==> src/rtl/capt_pkg.sv <==
package capt_pkg;
  localparam int MODE_W = 4;

  localparam logic [MODE_W-1:0] MODE_OFF   = 4'b0000;
  localparam logic [MODE_W-1:0] MODE_FALL  = 4'b0100;
  localparam logic [MODE_W-1:0] MODE_RISE  = 4'b0101;
  localparam logic [MODE_W-1:0] MODE_DIV4  = 4'b0110;
  localparam logic [MODE_W-1:0] MODE_DIV16 = 4'b0111;

  // strobes from control to datapath
  typedef struct packed {
    logic loadCap;
    logic setFlag;
  } capStrobes_t;

  function automatic logic isCapture(input logic [MODE_W-1:0] m);
    return m[3:2] == 2'b01;
  endfunction
endpackage

==> src/rtl/capt_datapath.sv <==
module capt_datapath
  import capt_pkg::*;
#(
  parameter int TIMER_W     = 16,
  parameter int SYNC_STAGES = 2
) (
  input  logic               clk,
  input  logic               rstN,
  input  logic               capPin,
  input  logic [TIMER_W-1:0] timerA,
  input  logic [TIMER_W-1:0] timerB,
  input  logic               timerSel,
  input  logic               flagClr,
  input  capStrobes_t        strb,
  output logic               riseEv,
  output logic               fallEv,
  output logic [TIMER_W-1:0] capValue,
  output logic               capFlag
);
  localparam int SYNC_MSB = SYNC_STAGES - 1;

  logic [SYNC_STAGES-1:0] syncQ;
  logic                   pinPrev;
  logic [TIMER_W-1:0]     timerMux;

  // synchronizer chain, depth picked by parameter
  generate
    if (SYNC_STAGES == 1) begin : g_sync1
      always_ff @(posedge clk or negedge rstN)
        if (!rstN) syncQ <= '0;
        else       syncQ <= capPin;
    end else begin : g_syncN
      always_ff @(posedge clk or negedge rstN)
        if (!rstN) syncQ <= '0;
        else       syncQ <= {syncQ[SYNC_STAGES-2:0], capPin};
    end
  endgenerate

  always_ff @(posedge clk or negedge rstN)
    if (!rstN) pinPrev <= 1'b0;
    else       pinPrev <= syncQ[SYNC_MSB];

  assign riseEv = syncQ[SYNC_MSB] & ~pinPrev;
  assign fallEv = ~syncQ[SYNC_MSB] & pinPrev;

  assign timerMux = timerSel ? timerB : timerA;

  always_ff @(posedge clk or negedge rstN)
    if (!rstN)             capValue <= '0;
    else if (strb.loadCap) capValue <= timerMux;

  // set has priority over clear
  always_ff @(posedge clk or negedge rstN)
    if (!rstN)             capFlag <= 1'b0;
    else if (strb.setFlag) capFlag <= 1'b1;
    else if (flagClr)      capFlag <= 1'b0;
endmodule

==> src/rtl/capt_control.sv <==
module capt_control
  import capt_pkg::*;
#(
  parameter int PS_W = 4
) (
  input  logic              clk,
  input  logic              rstN,
  input  logic [MODE_W-1:0] mode,
  input  logic              riseEv,
  input  logic              fallEv,
  output capStrobes_t       strb
);
  logic [PS_W-1:0]   psCnt;
  logic [MODE_W-1:0] modePrev;
  logic              enNow;
  logic              evHit;
  logic              modeSwap;

  assign enNow = isCapture(mode);

  // counter only cleared by off/disabled, not by ratio change
  always_ff @(posedge clk or negedge rstN)
    if (!rstN)       psCnt <= '0;
    else if (!enNow) psCnt <= '0;
    else if (riseEv) psCnt <= psCnt + 1'b1;

  always_ff @(posedge clk or negedge rstN)
    if (!rstN) modePrev <= MODE_OFF;
    else       modePrev <= mode;

  always_comb begin
    case (mode)
      MODE_FALL:  evHit = fallEv;
      MODE_RISE:  evHit = riseEv;
      MODE_DIV4:  evHit = riseEv & (&psCnt[1:0]);
      MODE_DIV16: evHit = riseEv & (&psCnt[3:0]);
      default:    evHit = 1'b0;
    endcase
  end

  assign modeSwap = enNow & isCapture(modePrev) & (mode != modePrev);

  assign strb.loadCap = evHit;
  assign strb.setFlag = evHit | modeSwap;
endmodule

==> src/rtl/capt_unit.sv <==
module capt_unit
  import capt_pkg::*;
#(
  parameter int TIMER_W     = 16,
  parameter int PS_W        = 4,
  parameter int SYNC_STAGES = 2
) (
  input  logic               clk,
  input  logic               rstN,
  input  logic [3:0]         mode,
  input  logic               capPin,
  input  logic [TIMER_W-1:0] timerA,
  input  logic [TIMER_W-1:0] timerB,
  input  logic               timerSel,
  input  logic               flagClr,
  output logic [TIMER_W-1:0] capValue,
  output logic               capFlag
);
  capStrobes_t strb;
  logic        riseEv;
  logic        fallEv;

  capt_control #(.PS_W(PS_W)) u_ctl (
    .clk(clk), .rstN(rstN), .mode(mode),
    .riseEv(riseEv), .fallEv(fallEv), .strb(strb)
  );

  capt_datapath #(.TIMER_W(TIMER_W), .SYNC_STAGES(SYNC_STAGES)) u_dp (
    .clk(clk), .rstN(rstN), .capPin(capPin),
    .timerA(timerA), .timerB(timerB), .timerSel(timerSel),
    .flagClr(flagClr), .strb(strb),
    .riseEv(riseEv), .fallEv(fallEv),
    .capValue(capValue), .capFlag(capFlag)
  );
endmodule

==> config.mk <==
export PLATFORM = sky130hd
export DESIGN_NAME = capt_unit
export DESIGN_NICKNAME = d
export VERILOG_FILES = /design/src/rtl/capt_pkg.sv /design/src/rtl/capt_datapath.sv /design/src/rtl/capt_control.sv /design/src/rtl/capt_unit.sv
export SDC_FILE = /design/constraint.sdc
export NUM_CORES = 1
export LEC_CHECK = 0
export ABC_AREA = 1
export CORE_MARGIN = 2
export CORE_UTILIZATION = 25
export CTS_CLUSTER_DIAMETER = 50
export DETAILED_ROUTE_END_ITERATION = 16
export HOLD_SLACK_MARGIN = 0.03
export SLEW_MARGIN = 20
export SYNTH_ARGS = -nofsm -noshare
export SYNTH_HDL_FRONTEND = slang
export SYNTH_SLANG_ARGS = --single-unit
==> constraint.sdc <==
create_clock -name clk -period 1.7 [get_ports clk]
set_input_delay 0.255 -clock clk [delete_from_list [all_inputs] [get_ports clk]]
set_output_delay 0.255 -clock clk [all_outputs]
set_load 0.02 [all_outputs]
; ---- After elaboration in Yosys (flattened, before gate mapping)
; Cells that the tools add are included.
[op_classes]
addsub = 1
n_eq_ne = 8
n_mux = 6
n_bitwise = 9
n_reduce_logical = 3
[op_table]
columns = op, n
row1 = $eq A4 B3 Y1 const B, 4
row2 = $mux W16, 1
row3 = $mux W4, 2
row4 = $and A1 B1 Y1, 6
row5 = $add A4 B1 Y4 const B, 1
row6 = $eq A2 B1 Y1 const B, 2
row7 = $ne A4 B4 Y1, 1
row8 = $pmux W1 S4, 1
row9 = $reduce_and A4 Y1, 1
row10 = $mux W1, 2
row11 = $ne A2 B1 Y1 const B, 1
row12 = $not A1 Y1, 2
row13 = $reduce_and A2 Y1, 1
row14 = $reduce_bool A2 Y1, 1
row15 = $or A1 B1 Y1, 1
[totals]
ff_bits = 28
inputBits = 41
out_inout_bits = 17

; ---- Depth between registers and ports, before layout
[logic_depth]
depth_word = 6
ltp_mapped = 8

; ---- Hierarchy
; From an unflattened synthesis, not the netlist that was laid out.
[unflattened]
cells_unflattened = 202
hier_area_um2 = 1440.1
[modules_own_cells]
columns = module, n_inst, cells_per_inst, area_each_um2
row1 = capt_datapath, 1, 146, 1031.0
row2 = capt_control, 1, 56, 409.1

; ---- Least setup slack after synthesis
; No wires, ideal clock.
[synth_timing]
path_type = register to register
startpoint = register u_dp.pinPrev
endpoint = register u_dp.capValue[4]
setup_time_ps = 117
t_arrival_ps = 1075
slack_ps = 508
stages_incl_launch_ff = 8
path_buffers = 1
path_cell_list = dfrtp_1 nor2_4 nand3_2 nand2_4 nand3_4 buf_8 nand2_2 nand2_1
[synth_via]
elab_chain_cells = 4
elab_cells_between_ends = 6
cone_classes = mux (1) / bitwise (5)
[synth_lines]
columns = item, line
row1 = "start, declared", capt_datapath.sv:23  ; logic pinPrev;
row2 = "start signal, assigned", capt_datapath.sv:41  ; else pinPrev <= syncQ[SYNC_MSB];
row3 = $not A1 Y1, capt_datapath.sv:43  ; assign riseEv = syncQ[SYNC_MSB] & ~pinPrev;
row4 = $and A1 B1 Y1, capt_datapath.sv:43
row5 = $and A1 B1 Y1 (on tied branches), "capt_control.sv:36, capt_control.sv:35"
row6 = $pmux W1 S4 (*), capt_control.sv:32  ; case (mode)
row7 = "end signal, assigned", capt_datapath.sv:50  ; else if (strb.loadCap) capValue <= timerMux;
row8 = "end, declared", capt_datapath.sv:17  ; output logic [TIMER_W-1:0] capValue,
; Every way passes the cells marked *; elsewhere a longest branch is shown, timed or not.
; A chain may end at the register's enable or synchronous reset.

; ---- Final worst setup path
[layout_timing]
startpoint = register u_dp.capValue[7]
endpoint = output port capValue[7]
[layout_lines]
columns = item, line
row1 = "end, declared", capt_unit.sv:16  ; output logic [TIMER_W-1:0] capValue,
; No word-level cell between the ends.

==> results.cfg <==
[run_status]
outcome = complete, no violations

[synth]
synth_edf_count = 0
synth-simple-area-share_pct = 32.3
synth-compound-area-share_pct = 6.99
synthTopCellsByCount = nand2_1 (49), dfrtp_1 (28), inv_1 (23)
synth-seq-cells = 28
yosysMostFrequentCell = nand2_1
synth_top_family_by_area = simple AND/OR/NAND/NOR gates
synth_top_area_share_pct = 48.9
yosys.area.top_type = dfrtp_1
async_reset_ff_share_pct = 100
syn_avg_cell_area_um2 = 8.28
synth_xor_area_share_pct = 1.22
yosys.cell_types.count = 24
ys.flop_type = dfrtp_1
muxShareOfSynthArea_pct = 0
syn-num-nets = 215
synth_area_um2 = 1430
synthCells = 173
synthAdderAreaFrac_pct = 0.873
synth-warning-count = 0
synth_area_leaders = dfrtp_1 (49%), nand2_1 (13%), nand4_1 (7.0%)
ys_seq_area_share_pct = 48.9

[setup_path]
cp_cell_sequence = clkdlybuf4s50_1
path_buf_inv = 1
cp.arrival_ns = 1.28
crit_family = buffers and inverters
worst_setup_path_end_kind = output port
rr_startpoint = u_dp.syncQ[1]
r2r_slack_ns = 0.38
cp_data_required_time_ns = 1.44
crit_type = register to output port
crit_start = u_dp.capValue[7]
critical_path_peak_fanout = 2
cp_slowest_stage_delay_ns = 0.62
cp_slowest_cell = clkdlybuf4s50_1
critPathLaunchType = register

[route]
routed_via_density = 4.29
wl_per_cell_um = 10.8
drc = 0
drtAntennaViolNets = 0
wl_mm = 3.31
drt_iter0_drc = 35
vias = 1307
drt_pass1_iterations = 4

[finish]
layout.nets = 276
syn_to_final_growth_pct = 52.2
diodes = 0
drive_above_1_share_pct = 11.6
fin_area_um2 = 2180
finalNonFillerCells = 305

[sta]
fin_crit_ns = 1.53
tns_ns = 0
drv_slew = 0
grt_setup_unrepaired = no
fmax_mhz = 653
finalCritPeriodShare_pct = 90.1
worstMarginPinSlew_ns = 0.355
final-hold-violation-count = 0
relSlewSlack_pct = 76.3
skew_ns = 0.00171
final-setup-viol-count = 0

[place]
dpl.cell_count = 301
gp_congestion = 0.709
place_hpwl_mm = 2.48
io_buffers = 57
placed_area_um2 = 2110

[die]
die_area_um2 = 6350
die_y_um = 79.7
chipWidth_um = 79.7
fp-row-count = 27
core-area_um2 = 5510
start_util_pct = 26.0
pin_count = 58

[global_route]
met3_usage_pct = 2.26
grtUsageMet2_pct = 17.9
grt_pass1_vias = 1203
use_met1_pct = 13.7
grt_overflow = 0
grt_max_degree = 33
antenna_found_initial = 0
grt_pass1_wl_mm = 5.42
grtUsageTotal_pct = 10.8
globalRoute.busiestLayer = met2

[cts]
clkSinkCount = 28
clock_latency_ns = 0.27
htree_levels = 1
cts_tree = yes
post_cts_resized = 0
clk_pin_slew_ns = 0.09
clockBufferDepth = 2
root_buffer = clkbuf_8
cts_setup_buffers = 0
tritoncts.num_buffers = 3
postCtsHoldBufs = 0

[pwr]
power.total_mw = 1.89
p_leak_nw = 1.02
powerDensity_nw_per_um2 = 868
ir_drop_uv = 335

[worst_hold_path]
hold_path_class = input port to asynchronous set/reset pin

[flow_run]
max_cap_violations = 0
layer usage:
metal / up-vias / part of all wire (%)
met5: - / 0
met4: 0 / 1.6
met2: 44 / 46
met3: 5 / 6.7
met1: 582 / 46
li1: 676 / -
worst reg2reg max path: stages, from the launching register on:
cell	delay (ns)
dfrtp_1	0.42
inv_2	0.09
nand3b_1	0.12
nand3_4	0.15
nand3_4	0.25
nand2_1	0.14
nand2_1	0.05
final cells by class:
type	count	area [um^2]
Fill cell	561	3330
Clock inverter	1	30.0
Multi-Input combinational cell	113	593
Tap cell	72	90.1
Clock buffer	3	41.3
Timing Repair Buffer	64	636
Sequential cell	28	701
Inverter	24	90.1
kinds of logic (layout without fill, tap and decap cells):
logic type / Yosys count / after routing
adder cells (fa/ha/maj): 1 / 1
AO/OA/AOI/OAI: 20 / 20
AND/OR/NAND/NOR: 90 / 90
buffers and inverters: 32 / 92
XOR/XNOR: 2 / 2
flip-flops: 28 / 28
worst paths after layout:
path                                          end  cells after the start
worst max register to register  u_dp.capValue[12]                      6
min in group clk                    u_dp.syncQ[1]                      0
worst min register to register      u_dp.syncQ[1]                      0
worst max-delay path                  capValue[7]                      1
max in group asynchronous       u_ctl.modePrev[2]                      2
worst min-delay path            u_ctl.modePrev[0]                      2
metrics by stage:
stage / util, % / setup WS (ns) / hold slack [ns]
2_1_floorplan: - / 0.508 / -0.0406
3_3_place_gp: 38.3 / 0.0419 / 0.335
3_5_place_dp: 38.3 / -0.00872 / 0.339
4_1_cts: 39.6 / 0.153 / 0.356
5_1_grt: 39.6 / 0.121 / 0.366
6_report: 39.6 / 0.168 / 0.344
state kept, by name (all words and copies together), names as in the netlist:
name / count
u_dp.capValue: 16
u_ctl.modePrev: 4
u_ctl.psCnt: 4
u_dp.syncQ: 2
u_dp.capFlag: 1
u_dp.pinPrev: 1
placed cells by master (no fill, tap or decap), drive strengths merged:
cell type      count
xnor2              2
a21oi              2
nor3               1
ha                 1
dfrtp             28
buf                7
nand3b             1
nor2               5
clkbuf             3
inv               24
nand2             59
nand4             16
clkdlybuf4s50     57
o21ai             18
bufinv             1
nand3              8
where the power goes:
group,switching [mW],total [mW],internal [mW]
sequential,0.0566,0.812,0.755
clock,0.203,0.518,0.315
combinational,0.269,0.563,0.293
total,0.529,1.89,1.36
Note: power is estimated with default switching activity, not from simulation.
